<file path="config.mk">
export PLATFORM = sky130hd
export DESIGN_NAME = capcmp_timer
export DESIGN_NICKNAME = d
export VERILOG_FILES = /design/src/rtl/capcmp_pkg.sv /design/src/rtl/capcmp_datapath.sv /design/src/rtl/capcmp_ctrl.sv /design/src/rtl/capcmp_timer.sv
export SDC_FILE = /design/constraint.sdc
export NUM_CORES = 1
export LEC_CHECK = 0
export BUFFER_PORTS_ARGS = -buffer_cell sky130_fd_sc_hd__buf_2
export CELL_PAD_IN_SITES_DETAIL_PLACEMENT = 1
export CELL_PAD_IN_SITES_GLOBAL_PLACEMENT = 1
export CORE_MARGIN = 2
export CORE_UTILIZATION = 50
export CTS_CLUSTER_DIAMETER = 40
export DETAILED_ROUTE_END_ITERATION = 12
export PLACE_DENSITY_LB_ADDON = 0.1
export SYNTH_ARGS = -nofsm -noshare
export SYNTH_HDL_FRONTEND = slang
export SYNTH_SLANG_ARGS = --single-unit
</file>
<file path="constraint.sdc">
create_clock -name clk -period 8.6 [get_ports clk]
set_input_delay 0.43 -clock clk [delete_from_list [all_inputs] [get_ports clk]]
set_output_delay 0.43 -clock clk [all_outputs]
set_load 0.01 [all_outputs]
</file>
<file path="src/rtl/capcmp_pkg.sv">
package capcmp_pkg;
  localparam int NUM_CH    = 4;
  localparam int CNT_W     = 32;
  localparam int ADDR_W    = 12;
  localparam int PSC_W     = 4;
  localparam int PSC_MAX   = 9;
  localparam int PRE_W     = PSC_MAX;
  localparam int STOP_BASE = 8;
  localparam int IEN_BASE  = 16;

  localparam logic [ADDR_W-1:0] OFF_START  = 12'h000;
  localparam logic [ADDR_W-1:0] OFF_HALT   = 12'h004;
  localparam logic [ADDR_W-1:0] OFF_STEP   = 12'h008;
  localparam logic [ADDR_W-1:0] OFF_ZERO   = 12'h00C;
  localparam logic [ADDR_W-1:0] OFF_PWRDN  = 12'h010;
  localparam logic [ADDR_W-1:0] OFF_SNAP   = 12'h040;
  localparam logic [ADDR_W-1:0] OFF_EVT    = 12'h140;
  localparam logic [ADDR_W-1:0] OFF_LINK   = 12'h200;
  localparam logic [ADDR_W-1:0] OFF_IENSET = 12'h304;
  localparam logic [ADDR_W-1:0] OFF_IENCLR = 12'h308;
  localparam logic [ADDR_W-1:0] OFF_MODE   = 12'h504;
  localparam logic [ADDR_W-1:0] OFF_WIDTH  = 12'h508;
  localparam logic [ADDR_W-1:0] OFF_PSC    = 12'h510;
  localparam logic [ADDR_W-1:0] OFF_CC     = 12'h540;

  typedef enum logic [1:0] {
    WID16 = 2'd0,
    WID8  = 2'd1,
    WID24 = 2'd2,
    WID32 = 2'd3
  } widthSel_t;

  // strobes from control to datapath, valid for one cycle
  typedef struct packed {
    logic              start;
    logic              halt;
    logic              step;
    logic              zero;
    logic              pwrDown;
    logic [NUM_CH-1:0] snap;
    logic [NUM_CH-1:0] ccWrite;
  } taskStrobe_t;

  function automatic logic [CNT_W-1:0] widthMask(widthSel_t w);
    case (w)
      WID8:    return 32'h0000_00FF;
      WID24:   return 32'h00FF_FFFF;
      WID32:   return 32'hFFFF_FFFF;
      default: return 32'h0000_FFFF;
    endcase
  endfunction
endpackage

</file>
<file path="src/rtl/capcmp_datapath.sv">
module capcmp_datapath
  import capcmp_pkg::*;
(
  input  logic                          clk,
  input  logic                          rst_n,
  input  taskStrobe_t                   stb,
  input  logic                          modeCounter,
  input  widthSel_t                     widthCode,
  input  logic [PSC_W-1:0]              pscVal,
  input  logic [NUM_CH-1:0]             linkZero,
  input  logic [NUM_CH-1:0]             linkHalt,
  input  logic [CNT_W-1:0]              wrData,
  output logic [CNT_W-1:0]              cntVal,
  output logic [NUM_CH-1:0][CNT_W-1:0]  ccVals,
  output logic [NUM_CH-1:0]             hitVec,
  output logic                          running
);
  logic [CNT_W-1:0] cntQ;
  logic [CNT_W-1:0] mask;
  logic [PRE_W-1:0] preCnt;
  logic [PRE_W-1:0] pscMask;
  logic             preTick;
  logic             haltNow;
  logic             zeroNow;
  logic             incNow;

  assign mask    = widthMask(widthCode);
  assign cntVal  = cntQ & mask;
  assign pscMask = PRE_W'((32'd1 << pscVal) - 32'd1);
  assign preTick = (preCnt & pscMask) == pscMask;

  genvar g;
  generate
    for (g = 0; g < NUM_CH; g++) begin : gCh
      assign hitVec[g] = running && (cntVal == (ccVals[g] & mask));

      always_ff @(posedge clk or negedge rst_n) begin
        if (!rst_n)             ccVals[g] <= '0;
        else if (stb.snap[g])   ccVals[g] <= cntVal;
        else if (stb.ccWrite[g]) ccVals[g] <= wrData;
      end
    end
  endgenerate

  assign haltNow = stb.halt | stb.pwrDown | (|(hitVec & linkHalt));
  assign zeroNow = stb.zero | (|(hitVec & linkZero));
  assign incNow  = running && !haltNow && (modeCounter ? stb.step : preTick);

  always_ff @(posedge clk or negedge rst_n) begin
    if (!rst_n) begin
      running <= 1'b0;
      preCnt  <= '0;
      cntQ    <= '0;
    end else begin
      if (haltNow)        running <= 1'b0;
      else if (stb.start) running <= 1'b1;

      if (stb.pwrDown)                    preCnt <= '0;
      else if (running && !modeCounter)   preCnt <= preCnt + 1'b1;

      if (zeroNow)     cntQ <= '0;
      else if (incNow) cntQ <= (cntVal + 1'b1) & mask;
    end
  end
endmodule

</file>
<file path="src/rtl/capcmp_ctrl.sv">
module capcmp_ctrl
  import capcmp_pkg::*;
(
  input  logic                          clk,
  input  logic                          rst_n,
  input  logic [ADDR_W-1:0]             busAddr,
  input  logic                          busWe,
  input  logic [31:0]                   busWdata,
  input  logic [NUM_CH-1:0]             hitVec,
  input  logic [NUM_CH-1:0][CNT_W-1:0]  ccVals,
  output taskStrobe_t                   stb,
  output logic                          modeCounter,
  output widthSel_t                     widthCode,
  output logic [PSC_W-1:0]              pscVal,
  output logic [NUM_CH-1:0]             linkZero,
  output logic [NUM_CH-1:0]             linkHalt,
  output logic [NUM_CH-1:0]             evVec,
  output logic [NUM_CH-1:0]             ienVec,
  output logic [31:0]                   busRdata,
  output logic                          irqOut
);
  logic wrLsb;
  assign wrLsb = busWdata[0];

  always_comb begin
    stb = '0;
    if (busWe) begin
      stb.start   = (busAddr == OFF_START) && wrLsb;
      stb.halt    = (busAddr == OFF_HALT)  && wrLsb;
      stb.step    = (busAddr == OFF_STEP)  && wrLsb;
      stb.zero    = (busAddr == OFF_ZERO)  && wrLsb;
      stb.pwrDown = (busAddr == OFF_PWRDN) && wrLsb;
      for (int i = 0; i < NUM_CH; i++) begin
        stb.snap[i]    = (busAddr == ADDR_W'(OFF_SNAP + 4 * i)) && wrLsb;
        stb.ccWrite[i] = (busAddr == ADDR_W'(OFF_CC + 4 * i));
      end
    end
  end

  genvar g;
  generate
    for (g = 0; g < NUM_CH; g++) begin : gEvt
      always_ff @(posedge clk or negedge rst_n) begin
        if (!rst_n)           evVec[g] <= 1'b0;
        else if (hitVec[g])   evVec[g] <= 1'b1;
        else if (busWe && busAddr == ADDR_W'(OFF_EVT + 4 * g) && !wrLsb)
                              evVec[g] <= 1'b0;
      end
    end
  endgenerate

  always_ff @(posedge clk or negedge rst_n) begin
    if (!rst_n) begin
      modeCounter <= 1'b0;
      widthCode   <= WID16;
      pscVal      <= '0;
      linkZero    <= '0;
      linkHalt    <= '0;
      ienVec      <= '0;
    end else if (busWe) begin
      case (busAddr)
        OFF_MODE:  modeCounter <= wrLsb;
        OFF_WIDTH: widthCode   <= widthSel_t'(busWdata[1:0]);
        OFF_PSC:   pscVal      <= (busWdata > 32'(PSC_MAX)) ? PSC_W'(PSC_MAX)
                                                            : busWdata[PSC_W-1:0];
        OFF_LINK: begin
          linkZero <= busWdata[NUM_CH-1:0];
          linkHalt <= busWdata[STOP_BASE +: NUM_CH];
        end
        OFF_IENSET: ienVec <= ienVec | busWdata[IEN_BASE +: NUM_CH];
        OFF_IENCLR: ienVec <= ienVec & ~busWdata[IEN_BASE +: NUM_CH];
        default: ;
      endcase
    end
  end

  always_comb begin
    busRdata = '0;
    case (busAddr)
      OFF_MODE:  busRdata = {31'b0, modeCounter};
      OFF_WIDTH: busRdata = {30'b0, widthCode};
      OFF_PSC:   busRdata = 32'(pscVal);
      OFF_LINK: begin
        busRdata[NUM_CH-1:0]            = linkZero;
        busRdata[STOP_BASE +: NUM_CH]   = linkHalt;
      end
      OFF_IENSET, OFF_IENCLR: busRdata[IEN_BASE +: NUM_CH] = ienVec;
      default: ;
    endcase
    for (int i = 0; i < NUM_CH; i++) begin
      if (busAddr == ADDR_W'(OFF_EVT + 4 * i)) busRdata = {31'b0, evVec[i]};
      if (busAddr == ADDR_W'(OFF_CC + 4 * i))  busRdata = ccVals[i];
    end
  end

  assign irqOut = |(evVec & ienVec);
endmodule

</file>
<file path="src/rtl/capcmp_timer.sv">
module capcmp_timer
  import capcmp_pkg::*;
(
  input  logic              clk,
  input  logic              rst_n,
  input  logic [ADDR_W-1:0] busAddr,
  input  logic              busWe,
  input  logic [31:0]       busWdata,
  output logic [31:0]       busRdata,
  output logic              irqOut
);
  taskStrobe_t                  stb;
  logic                         modeCounter;
  widthSel_t                    widthCode;
  logic [PSC_W-1:0]             pscVal;
  logic [NUM_CH-1:0]            linkZero;
  logic [NUM_CH-1:0]            linkHalt;
  logic [NUM_CH-1:0]            evVec;
  logic [NUM_CH-1:0]            ienVec;
  logic [NUM_CH-1:0]            hitVec;
  logic [NUM_CH-1:0][CNT_W-1:0] ccVals;
  logic [CNT_W-1:0]             cntVal;
  logic                         running;

  capcmp_ctrl u_ctrl (
    .clk(clk), .rst_n(rst_n), .busAddr(busAddr), .busWe(busWe),
    .busWdata(busWdata), .hitVec(hitVec), .ccVals(ccVals), .stb(stb),
    .modeCounter(modeCounter), .widthCode(widthCode), .pscVal(pscVal),
    .linkZero(linkZero), .linkHalt(linkHalt), .evVec(evVec),
    .ienVec(ienVec), .busRdata(busRdata), .irqOut(irqOut)
  );

  capcmp_datapath u_dp (
    .clk(clk), .rst_n(rst_n), .stb(stb), .modeCounter(modeCounter),
    .widthCode(widthCode), .pscVal(pscVal), .linkZero(linkZero),
    .linkHalt(linkHalt), .wrData(busWdata), .cntVal(cntVal),
    .ccVals(ccVals), .hitVec(hitVec), .running(running)
  );
endmodule

</file>
Yosys cells after proc, flatten, opt, wreduce, memory -nomap -nowiden:

Index checks and enable logic that the tools add are counted.
W data, S select, Z words.

* input port bits: 47
* word-level logic and storage cells: 155
* flip-flop bits (word level): 193

* order comparisons: 1
* eq/ne operators: 30
* reduce and logical (&&, ||, !) cells: 49
* bitwise operators: 16
* muxes and demuxes: 38
* add/sub/neg operators: 3
* shift-type cells: 1

Operators with widths (count)
* $mux W32: 17
* $and A32 B32 Y32: 6
* $eq A32 B32 Y1: 4
* $pmux W32 S3: 1
* $eq A12 B11 Y1 const B: 7
* $eq A12 B7 Y1 const B: 4
* $eq A12 B9 Y1 const B: 4
* $eq A12 B10 Y1 const B: 3
* $add A32 B1 Y32 const B: 1
* $gt A32 B4 Y1 const B: 1
* $eq A12 B4 Y1 const B: 2
* $logic_and A1 B1 Y1: 24
* $reduce_bool A2 Y1: 12
* $mux W20: 1
* $mux W9: 2
* $and A4 B4 Y4: 4
* $pmux W4 S4: 1
* $mux W13: 1
* $eq A12 B3 Y1 const B: 1
* $eq A12 B5 Y1 const B: 1
* $logic_not A12 Y1: 1
* $mux W4: 3
* $reduce_or A4 Y1: 3
* $mux W1: 11
* 14 further kinds: 23

Depth between registers and ports, before layout:

Gate-level depths: netlist of the first run.

* word-level depth: 13
* gate-level depth with buffers: 15

Modules after synthesis:

Synthesis of the first run repeated with hierarchy kept, for this count alone.

* cells, all modules: 1419
* area total of the unflattened synthesis: 12582.1 um2

Modules (own cells, without submodules)
* capcmp_datapath: seq. area each 4254.1 um2, cells an instance 1153, times used 1, area an instance 10425.0 um2
* capcmp_ctrl: seq. area each 575.6 um2, cells an instance 266, times used 1, area an instance 2157.1 um2

Least setup slack after synthesis of the first run:

No wires, ideal clock.

* path kind: reg-to-reg
* from: register u_ctrl.pscVal[1]
* to: register u_dp.cntQ[10]
* stages on the path, launching flop included: 14
* library setup time: 0.075 ns
* path slack: 5.580 ns
* arrival: 2.945 ns
* data required time: 8.525 ns
* period minus slack after synthesis: 3.020 ns
* cell sequence: dfrtp_1 clkbuf_1 nand3b_1 ha_1 buf_2 nor3_2 mux2i_1 nor3_1 or3_4 o31ai_4 nand3_2 buf_6 or4_4 a21oi_2

* longest elaborated chain between the ends: 7

Ends and longest elaborated chain
* start, declared: line capcmp_ctrl.sv:14 `output logic [PSC_W-1:0] pscVal,`
* start signal, assigned: line capcmp_ctrl.sv:64 `OFF_PSC: pscVal <= (busWdata > 32'(PSC_MAX)) ? PSC_W'(PSC_MAX)`
* $shl A1 B4 Y9 *: line capcmp_datapath.sv:29 `assign pscMask = PRE_W'((32'd1 << pscVal) - 32'd1);`
* $sub A9 B1 Y9 *: line capcmp_datapath.sv:29
* $and A9 B9 Y9: line capcmp_datapath.sv:30 `assign preTick = (preCnt & pscMask) == pscMask;`
* $eq A9 B9 Y1 *: line capcmp_datapath.sv:30
* $mux W1 *: line capcmp_datapath.sv:47 `assign incNow = running && !haltNow && (modeCounter ? stb.step : preTick);`
* $logic_and A1 B1 Y1 *: line capcmp_datapath.sv:47
* $reduce_bool A2 Y1 (no source line) *
* end signal, assigned: line capcmp_datapath.sv:62 `else if (incNow) cntQ <= (cntVal + 1'b1) & mask;`
* end, declared: line capcmp_datapath.sv:18 `logic [CNT_W-1:0] cntQ;`

Mark *: on every way between the ends. The rest lies on a longest branch, timed or not.
A chain may end at the register's enable or synchronous reset.

Worst setup path in the final report of the first run:

* from: register u_ctrl.widthCode[1]
* to: register u_dp.cntQ[8]

* longest elaborated chain between the ends: 12
* elaborated cells on any way between the ends: 31
* those cells by class: add/sub (1); eq/ne (7); mux (3); bitwise (10); reduce/logical (10)

Ends and longest elaborated chain
* start, declared: line capcmp_ctrl.sv:13 `output widthSel_t widthCode,`
* start signal, assigned: line capcmp_ctrl.sv:63 `OFF_WIDTH: widthCode <= widthSel_t'(busWdata[1:0]);`
* $eq A2 B2 Y1 / $eq A2 B1 Y1 (equally long branches): line capcmp_pkg.sv:45 `case (w)`
* $pmux W32 S3 *: line capcmp_pkg.sv:45
* branches (longest 10 deep; another with $add A32 B1 Y32)

Every way passes the cells marked *. The select of a mux whose other input is x is not followed.

==> results of run 1 <==
==> worst max-delay path by stage <==
stage	from	to	slack (ns)	cells past startpoint
after floorplan	u_ctrl.pscVal[1]$_DFFE_PN0P_	u_dp.cntQ[10]$_DFFE_PN0P_	5.58	13
after global placement	u_ctrl.widthCode[0]$_DFFE_PN0P_	u_dp.cntQ[10]$_DFFE_PN0P_	3.99	8
after detailed placement	u_ctrl.widthCode[1]$_DFFE_PN0P_	u_dp.cntQ[8]$_DFFE_PN0P_	3.67	8
after CTS	u_ctrl.widthCode[1]$_DFFE_PN0P_	u_dp.cntQ[8]$_DFFE_PN0P_	3.65	8
after global routing	u_ctrl.widthCode[1]$_DFFE_PN0P_	u_dp.cntQ[30]$_DFFE_PN0P_	3.94	9
final	u_ctrl.widthCode[1]$_DFFE_PN0P_	u_dp.cntQ[8]$_DFFE_PN0P_	4.11	9
==> cell usage in the layout (no fill, tap or decap), types with 4 or more instances in the layout <==
| cell | synthesis | routed |
|---|---|---|
| o21ai_0 | 134 | 134 |
| and2_1 | 10 | 10 |
| or4b_1 | 4 | 4 |
| xor2_1 | 41 | 41 |
| nand3b_1 | 4 | 4 |
| inv_8 | 0 | 4 |
| buf_4 | 13 | 14 |
| or4_1 | 9 | 9 |
| dfrtp_1 | 193 | 193 |
| or3_1 | 5 | 5 |
| a31oi_1 | 9 | 9 |
| o22ai_1 | 5 | 5 |
| a21oi_2 | 4 | 4 |
| nand2_1 | 226 | 223 |
| o41a_1 | 4 | 4 |
| a222oi_1 | 27 | 27 |
| inv_6 | 0 | 4 |
| xnor2_1 | 79 | 79 |
| nor2_1 | 186 | 182 |
| nand3_1 | 25 | 24 |
| clkbuf_16 | 0 | 17 |
| buf_2 | 26 | 78 |
| and4_1 | 6 | 6 |
| a22oi_1 | 27 | 27 |
| and3_1 | 7 | 7 |
| nand4_1 | 43 | 43 |
| mux2i_1 | 39 | 39 |
| mux2_2 | 15 | 15 |
| nor2b_1 | 8 | 8 |
| a21oi_1 | 151 | 151 |
| nor4_1 | 13 | 13 |
| nand4b_1 | 6 | 6 |
| nor3_1 | 22 | 22 |
| a2111oi_0 | 6 | 6 |
| inv_1 | 16 | 16 |
| nand2b_1 | 12 | 12 |
==> through the flow <==
stage               instance area [um^2]  worst slack (ns)
finish                             13430             4.110
global route                       13430             3.939
CTS                                13430             3.653
detailed placement                 12840             3.670
global placement                   12840             3.987
floorplan                          12410             5.580
==> flip-flops by register name (all words and copies together), names as in the netlist, named ones only <==
| name | count |
|---|---|
| u_ctrl.linkZero | 4 |
| u_ctrl.widthCode | 2 |
| u_dp.ccVals | 128 |
| u_dp.cntQ | 32 |
| u_ctrl.pscVal | 4 |
| u_ctrl.linkHalt | 4 |
| u_ctrl.modeCounter | 1 |
| u_dp.running | 1 |
| u_dp.preCnt | 9 |
| u_ctrl.evVec | 4 |
==> report_power, final <==
group	internal, uW	switching [uW]	leakage [uW]	total, uW
combinational	35.2	70.1	0.00294	105
sequential	917	15.3	0.00262	932
clock	391	434	0.000285	825
total	1340	519	0.00584	1860
==> per-layer routing <==
metal  vias to the layer above  share of wire  global-route usage  wire (um)
met2                       445           0.48              0.5828      21830
met4                         0          0.030              0.1351       1374
met5                         -              0                   0          0
met3                        88          0.063             0.06189       2864
li1                       5366              -                   -          -
met1                      6075           0.42              0.4622      19090
==> synth_stat cells (all sizes together), types with 18 or more instances <==
cell type	count
nand4	45
nand3	26
clkbuf	76
nand2	226
xnor2	79
mux2i	39
buf	45
nor2	187
a21oi	155
o21ai	136
a22oi	27
a222oi	27
xor2	41
dfrtp	193
inv	18
nor3	24
==> final cells by class <==
| type | count | area (um^2) |
|---|---|---|
| fillers | 2985 | 10890 |
| multi-input cells | 1187 | 7032 |
| flip-flops and latches | 193 | 4830 |
| repair buffers | 94 | 514.2 |
| clock buffers | 17 | 425.4 |
| well taps | 324 | 405.4 |
| clock inverters | 15 | 158.9 |
| inverters | 18 | 67.56 |
==> critical path: cells and delay by family (launching register included) <==
kind	cells	cell delay, ns
and+or+nand+nor	4	2.25
buffers and inverters	2	0.66
DFF	1	0.39
AOI/OAI and AO/OA	3	1.10
==> logic make-up after synthesis <==
kind of cell,count (synthesis),synth area share
multiplexers,54,0.04506
flip-flops,193,0.3892
AND/OR/NAND/NOR,608,0.2306
XOR/XNOR,120,0.08469
adder cells (fa/ha/maj),3,0.003025
buffers and inverters,139,0.05162
AO/OA/AOI/OAI,402,0.1959
==> impl_metrics.tcl, run 1 <==
set metrics [dict create \
    p_leak_uw 0.005845 \
    min_path_type "input pin to async pin" \
    timing.rr.end "u_dp.cntQ[8]$_DFFE_PN0P_" \
    synthToLayoutAreaGrowth_pct 8.237 \
    ff2ff_setup_slack_ns 4.11 \
    viasPerCell 6.479 \
    setup_tns_ns 0 \
    clock_latency_ns 0.46 \
    fin_cells 1848 \
    drtAntennaViolNets 0 \
    hpwl_mm 31.01 \
    synth_cells 1519 \
    rsz0062_at_grt "no" \
    grt_pass1_vias 12250 \
    rr_worst_depth 9 \
    htreeDepth 4 \
    vias 11970 \
    antenna_found_initial 0 \
    fin_nets 1561 \
    gp_congestion 0.8985 \
    rr_startpoint "u_ctrl.widthCode[1]$_DFFE_PN0P_" \
    place_inst 1815 \
    cts_buffers 17 \
    clockBufferDepth 2 \
    routed_wirelength_mm 45.16 \
    postSynthAreaPerCell_um2 8.170 \
    max_stage_delay_ns 0.77 \
    total_power_uw 1862 \
    coreArea_um2 24320 \
    synth_top_area_share 0.3892 \
    die_area_um2 26100 \
    grt-ovfl-total 0 \
    crit_chain "buf_4 > nand2b_1 > o21ai_1 > and4_1 > a222oi_1 > clkbuf_2 > nand3_2 > or4_4 > a21oi_2" \
    synth_top_cell_by_area "dfrtp_1" \
    grt_pass1_wl_mm 71.28 \
    fin_util 0.5523 \
    max-cap-violations 0 \
    status "finished with violations" \
    n_antenna_cell 0 \
    ir_drop_uv 124.7 \
    numPortBuffers 79 \
    synth-seq-area-share 0.3892 \
    worstSetupStartpointType "flop" \
    cts.repair.resized 0 \
    finalSetupViolCount 0 \
    synth_ff_type "dfrtp_1" \
    synth-seq-cells 193 \
    ioPinCount 80 \
    clock_skew_ns 0.02400 \
    timing_worst_setup_path_type "flop to flop" \
    ctsHoldBuffers 0 \
    worstPathArrival_ns 4.86 \
    synth_area_leaders "dfrtp_1 (39%), nand2_1 (6.8%), a21oi_1 (6.1%), nor2_1 (5.6%), xnor2_1 (5.6%)" \
    tightest_slew_ns 1.134 \
    drtPass1Iterations 7 \
    period_share 0.5221 \
    worstPathRequired_ns 8.97 \
    critPathSlowestCell "or4_4" \
    syn_area_um2 12410 \
    cts_tree "built" \
    end_kind "flop" \
    synthDistinctLibCells 72 \
    cts.sinks 193 \
    num_rows 57 \
    die_h_um 161.5 \
    drt_iter0_markers 1064 \
    remaining_drc_errors 0 \
    max_freq_ghz 0.2227 \
    drive_gt1_frac 0.1168 \
    hold_viol_final 1 \
    drv_slew 0 \
    cts_setup_buffers 0 \
    whs_ns -0.004189 \
    syn_nets 1569 \
    async_flop_share 1.000 \
    cts_root_buffer "clkbuf_16" \
    grt_max_degree 85 \
    post_drt_wl_per_cell_um 24.44 \
    die_x_um 161.5 \
    min_period_ns 4.490 \
    violations "negative hold slack" \
    start_util 0.5103 \
    grt.total_usage 0.3523 \
    slew_headroom 0.2419 \
    p_per_area_nw_per_um2 138.6 \
    clk_pin_slew_worst_paths_ns 0.08 \
    synth_edf_count 0 \
    yosysWarnings 0 \
    worstPathMaxFanout 44 \
]
No activity file was read; power rests on OpenSTA's default activity.
==> run 2: changes to the inputs <==
CORE_UTILIZATION = 42   (was 50)
clock period = 3.82 ns   (was 8.6 ns; I/O delays follow)
==> run 2 against run 1 <==
  * The run now ends clean
  * Total power up 140%
  * Via count down 1.6%
  * Global-route usage decreased by 4.3 points
  * Final area rose by 2.8%
  * Register-to-register slack worse by 3.7 ns
  * Critical path depth unchanged
  * Flip-flop and latch count is the same
  * First-iteration DRC count fell by 13%
  * Worst setup slack worse by 3.7 ns
  * Maximum frequency is 33% higher
  * Largest cell class unchanged
  * Largest power group is now the clock network
  * Highest routed layer unchanged
==> impl_metrics.tcl, run 2 (synthesized netlist as in run 1, its figures left out) <==
set metrics [dict create \
    status "completed" \
    ioPinCount 80 \
    die_x_um 175.9 \
    num_rows 62 \
    grt.total_usage 0.3094 \
    regArea_um2 4830 \
    die_h_um 175.9 \
    swShare 0.2367 \
    post_drt_wl_per_cell_um 24.40 \
    power.share.combinational 0.054 \
    drt_iter0_markers 923 \
    final_common_cell "nand2_1" \
    setup_tns_ns 0 \
    drv_slew 0 \
    worstPathMaxFanout 44 \
    multi_input_area_um2 7032 \
    layout_common_cells "nand2_1 (223), dfrtp_1 (193), nor2_1 (182)" \
    worstPathArrival_ns 3.75 \
    max_freq_ghz 0.2966 \
    die_area_um2 30940 \
    p_leak_uw 0.006009 \
    use_met2 0.5139 \
    use_met1 0.4187 \
    hold_viol_final 0 \
    cts_buffers 17 \
    ir_drop_uv 314.4 \
    clk_pin_slew_worst_paths_ns 0.08 \
    start_util 0.4289 \
    htreeDepth 4 \
    gp_congestion 0.8651 \
    min_path_type "input pin to flop" \
    use_met3 0.04784 \
    grt_pass1_wl_mm 72.79 \
    rsz0062_at_grt "no" \
    largest_register_ffs 128 \
    slew_headroom 0.1988 \
    tightest_slew_ns 1.199 \
    drive_gt1_frac 0.1264 \
    period_share 0.8827 \
    remaining_drc_errors 0 \
    worstPathRequired_ns 4.19 \
    worstSetupStartpointType "flop" \
    p_per_area_nw_per_um2 328.6 \
    grt.busiest_layer "met2" \
    grt-ovfl-total 0 \
    cts_tree "built" \
    clockBufferDepth 2 \
    min_period_ns 3.372 \
    max-cap-violations 0 \
    cts.repair.resized 0 \
    power.switching_uw 1074 \
    end_kind "flop" \
    finalSetupViolCount 0 \
    fin_cells 1927 \
    antenna_found_initial 0 \
    cts_root_buffer "clkbuf_16" \
    synthToLayoutAreaGrowth_pct 11.27 \
    grt_max_degree 85 \
    place_inst 1894 \
    fin_nets 1580 \
    clock_skew_ns 0.01022 \
    drtAntennaViolNets 0 \
    fin_ws_ns 0.4481 \
    drtPass1Iterations 5 \
    nFillCells 3483 \
    p_clk_frac 0.484 \
    pre_cts_ws_ns 0.5191 \
    reg_top3 "u_dp.ccVals (128), u_dp.cntQ (32), u_dp.preCnt (9)" \
    routed_wirelength_mm 47.02 \
    n_antenna_cell 0 \
    numPortBuffers 79 \
    coreArea_um2 28940 \
    viasPerCell 6.116 \
    p_seq_frac 0.463 \
    ff2ff_setup_slack_ns 0.45 \
    cts.sinks 193 \
    grt_pass1_vias 11950 \
    regMostFlops "u_dp.ccVals" \
    hpwl_mm 32.69 \
    clock_latency_ns 0.46 \
    vias 11790 \
    timing_worst_setup_path_type "flop to flop" \
    intPower_uw 3463 \
]
[run 2: changes by cell type in the layout (fill, tap and decap cells not counted), sizes merged]
| cell | delta |
|---|---|
| buf | +19 |
| inv | -8 |
| bufinv | +7 |
| clkbuf | +1 |
| clkinv | -1 |
| dlygate4sd3 | +1 |
[run 2: per-stage QoR]
| step | instance area, um^2 | utilization | total power, uW | hold slack [ns] |
|---|---|---|---|---|
| final | 13810 | 0.4773 | 4537 | 0.06244 |
| after CTS | 13810 | 0.4773 | 4562 | 0.04707 |
| after floorplan | 12410 | - | 2232 | -0.1046 |
| after global placement | 13100 | 0.4527 | 2373 | 0.3112 |
| after detailed placement | 13100 | 0.4527 | 2380 | 0.3050 |
| after global routing | 13810 | 0.4773 | 4665 | 0.07131 |
[run 2: path summary, 6_finish.rpt]
kind	endpoint	depth (start not counted)	start
max in group asynchronous	u_dp.ccVals[105]$_DFFE_PN0P_	3	rst_n
setup reg to reg	u_dp.cntQ[19]$_DFFE_PN0P_	9	u_ctrl.widthCode[0]$_DFFE_PN0P_
hold reg to reg	u_dp.ccVals[8]$_DFFE_PN0P_	2	u_dp.ccVals[8]$_DFFE_PN0P_
min in group asynchronous	u_dp.preCnt[5]$_DFFE_PN0P_	2	rst_n
setup / recovery	u_dp.cntQ[19]$_DFFE_PN0P_	9	u_ctrl.widthCode[0]$_DFFE_PN0P_
hold / removal	u_ctrl.pscVal[2]$_DFFE_PN0P_	3	busWdata[2]
[run 2: critical path, cell delays in order (launching register included)]
cell and delay [ns]:
dfrtp_1 0.65, nor2b_2 0.30, buf_4 0.22, a21oi_1 0.30, and3b_1 0.23, a222oi_1 0.48, nand3_2 0.17, buf_12 0.20
or4_1 0.52, a31oi_1 0.19
[run 2: area by class of cell]
class,count,share of cell area
inverter,18,0.004893
multi-input combinational,1187,0.5092
clock buffer,19,0.03207
clock inverter,13,0.01866
tap,384,0.03479
timing repair buffer,113,0.05065
sequential,193,0.3497
[run 2: what timing repair did]
| item | CTS | global route |
|---|---|---|
| setup buffers | 0 | 0 |
| hold buffers | 1 | 0 |
| hold endpoints to repair | 81 | 0 |
[run 2: metal layers]
layer / wire length, um / part of all wire
met4: 1064 / 0.023
met3: 2458 / 0.052
met5: 0 / 0
met2: 22640 / 0.48
met1: 20860 / 0.44
[run 2: power groups by stage]
stage | logic (uW) | clock network [uW] | registers, uW
after CTS | 244 | 2220 | 2100
after global placement | 235 | 0 | 2140
after global routing | 272 | 2290 | 2100
after detailed placement | 242 | 0 | 2140
after floorplan | 109 | 0 | 2120
final | 243 | 2200 | 2100
==> run 3: changes to the inputs <==
CORE_UTILIZATION = 40   (was 42)
SYNTH_HIERARCHICAL = 1   (was default)
==> run 3 against run 2 <==
  * Sequential share of layout area decreased by 0.37 points
  * Worst setup slack got worse by 0.19 ns
  * Maximum frequency decreased by 5.3%
  * Routed wire length decreased by 1.2%
  * Critical path type unchanged
  * Total power decreased by 6.4%
  * Synthesized area increased by 0.90%
==> impl_metrics.tcl, run 3 <==
set metrics [dict create \
    worst-path-stages 9 \
    max-cap-violations 0 \
    clock_skew_ns 0.01323 \
    worstPathArrival_ns 3.94 \
    numPortBuffers 79 \
    grt_pass1_vias 11550 \
    min_path_type "input pin to flop" \
    setup_tns_ns 0 \
    coreArea_um2 30670 \
    die_x_um 180.9 \
    grt.total_usage 0.2873 \
    hpwl_mm 33.23 \
    largest_register_ffs 128 \
    crit_chain "xor2_1 > nor4_1 > o2111ai_1 > a2111o_1 > a221oi_2 > a21o_1 > or2_4 > o21ai_0 > a21oi_1" \
    regMostFlops "u_dp/ccVals" \
    clk_pin_slew_worst_paths_ns 0.08 \
    path_buf_inv 0 \
    multi_input_area_um2 7084 \
    syn_area_um2 12520 \
    fin_nets 1484 \
    drtAntennaViolNets 0 \
    vias 11310 \
    status "completed" \
    min_period_ns 3.560 \
    total_power_uw 4245 \
    finalSetupViolCount 0 \
    postSynthAreaPerCell_um2 8.875 \
    syn_nets 1461 \
    timing_worst_setup_path_type "flop to flop" \
    grt_pass1_wl_mm 72.06 \
    regArea_um2 4830 \
    synthToLayoutAreaGrowth_pct 11.46 \
    remaining_drc_errors 0 \
    nFillCells 3573 \
    worstPathRequired_ns 4.20 \
    start_util 0.4083 \
    tightest_slew_ns 1.093 \
    holdPathStages 2 \
    cts.sinks 193 \
    final_common_cell "nand2_1" \
    power.share.combinational 0.049 \
    routed_wirelength_mm 46.48 \
    hold_viol_final 0 \
    viasPerCell 6.134 \
    max_stage_delay_ns 0.67 \
    ir_drop_uv 319.1 \
    reg_top3 "u_dp/ccVals (128), u_dp/cntQ (32), u_dp/preCnt (9)" \
    drv_slew 0 \
    grt_max_degree 91 \
    synth_cells 1411 \
    placed_cell_area_um2 13330 \
    end_kind "flop" \
    antenna_found_initial 1 \
    slew_headroom 0.2712 \
    p_seq_frac 0.495 \
    worstSetupStartpointType "flop" \
    grt-ovfl-total 0 \
    ff2ff_setup_slack_ns 0.26 \
    max_freq_ghz 0.2809 \
    swShare 0.2537 \
    clockBufferDepth 2 \
    gp_congestion 0.9091 \
    design_area_um2 13960 \
    critPathSlowestCell "nor4_1" \
    htreeDepth 4 \
    p_per_area_nw_per_um2 304.1 \
    ioPinCount 80 \
    cts_buffers 17 \
    period_share 0.9320 \
    cts_tree "built" \
    n_antenna_cell 0 \
    crit_family "compound AO/OA/AOI/OAI gates" \
    num_rows 64 \
    p_clk_frac 0.457 \
    die_area_um2 32740 \
    cts_root_buffer "clkbuf_16" \
    power.switching_uw 1077 \
    drtPass1Iterations 5 \
    drive_gt1_frac 0.1417 \
    worstPathMaxFanout 33 \
    p_leak_uw 0.005770 \
    rr_worst_depth 9 \
    die_h_um 180.9 \
    intPower_uw 3168 \
    yosysWarnings 6 \
    post_drt_wl_per_cell_um 25.22 \
    rsz0062_at_grt "no" \
    clock_latency_ns 0.46 \
    layout_common_cells "nand2_1 (209), dfrtp_1 (193), o21ai_0 (158)" \
    drt_iter0_markers 864 \
]
==> run 3: through the flow <==
| stage | setup slack (ns) | util | instances | hold WS, ns |
|---|---|---|---|---|
| finish | 0.2597 | 0.4551 | 1843 | 0.06966 |
| global route | 0.1025 | 0.4551 | 1843 | 0.08197 |
| CTS | 0.2696 | 0.4549 | 1843 | 0.04439 |
| detailed placement | 0.2798 | 0.4348 | 1810 | 0.3339 |
| global placement | 0.3982 | 0.4348 | 1810 | 0.3396 |
| floorplan | 0.8512 | - | 1411 | -0.1046 |
==> run 3: layer usage <==
layer	track usage	vias to the layer above	routed length [um]
met5	0	-	8
met4	0.08832	2	1190
met1	0.4152	5795	21600
met2	0.4408	338	20990
li1	-	5106	-
met3	0.04737	64	2685
==> run 3: worst paths after layout <==
| kind | startpoint | endpoint |
|---|---|---|
| max | u_dp/cntQ[4]$_DFFE_PN0P_ | u_dp/cntQ[29]$_DFFE_PN0P_ |
| min | busWdata[9] | u_ctrl/linkHalt[1]$_DFFE_PN0P_ |
| max reg2reg | u_dp/cntQ[4]$_DFFE_PN0P_ | u_dp/cntQ[29]$_DFFE_PN0P_ |
| min reg2reg | u_ctrl/linkZero[1]$_DFFE_PN0P_ | u_ctrl/linkZero[1]$_DFFE_PN0P_ |
| max in group asynchronous | rst_n | u_dp/ccVals[63]$_DFFE_PN0P_ |
| min in group asynchronous | rst_n | u_dp/ccVals[78]$_DFFE_PN0P_ |
==> run 3: final cells by class <==
| type | count | share of cell area |
|---|---|---|
| clock inverter | 14 | 0.01282 |
| multi-input combinational | 1065 | 0.5076 |
| inverter | 34 | 0.009144 |
| timing repair buffer | 123 | 0.05818 |
| tap | 396 | 0.03550 |
| sequential | 193 | 0.3460 |
| clock buffer | 18 | 0.03075 |
==> run 3: repair_timing <==
action | in CTS | in global routing
hold endpoints to repair | 86 | 0
hold buffers | 1 | 0
endpoints found under the setup margin | 0 | 1
setup buffers | 0 | 0
gates resized for setup | 0 | 1
==> run 3: power by group through the flow <==
stage / clock network [uW] / registers (uW) / logic (uW)
after floorplan: 0 / 2120 / 75.9
after global placement: 0 / 2140 / 206
after detailed placement: 0 / 2140 / 208
after CTS: 1980 / 2100 / 210
after global routing: 2050 / 2100 / 230
final: 1940 / 2100 / 207
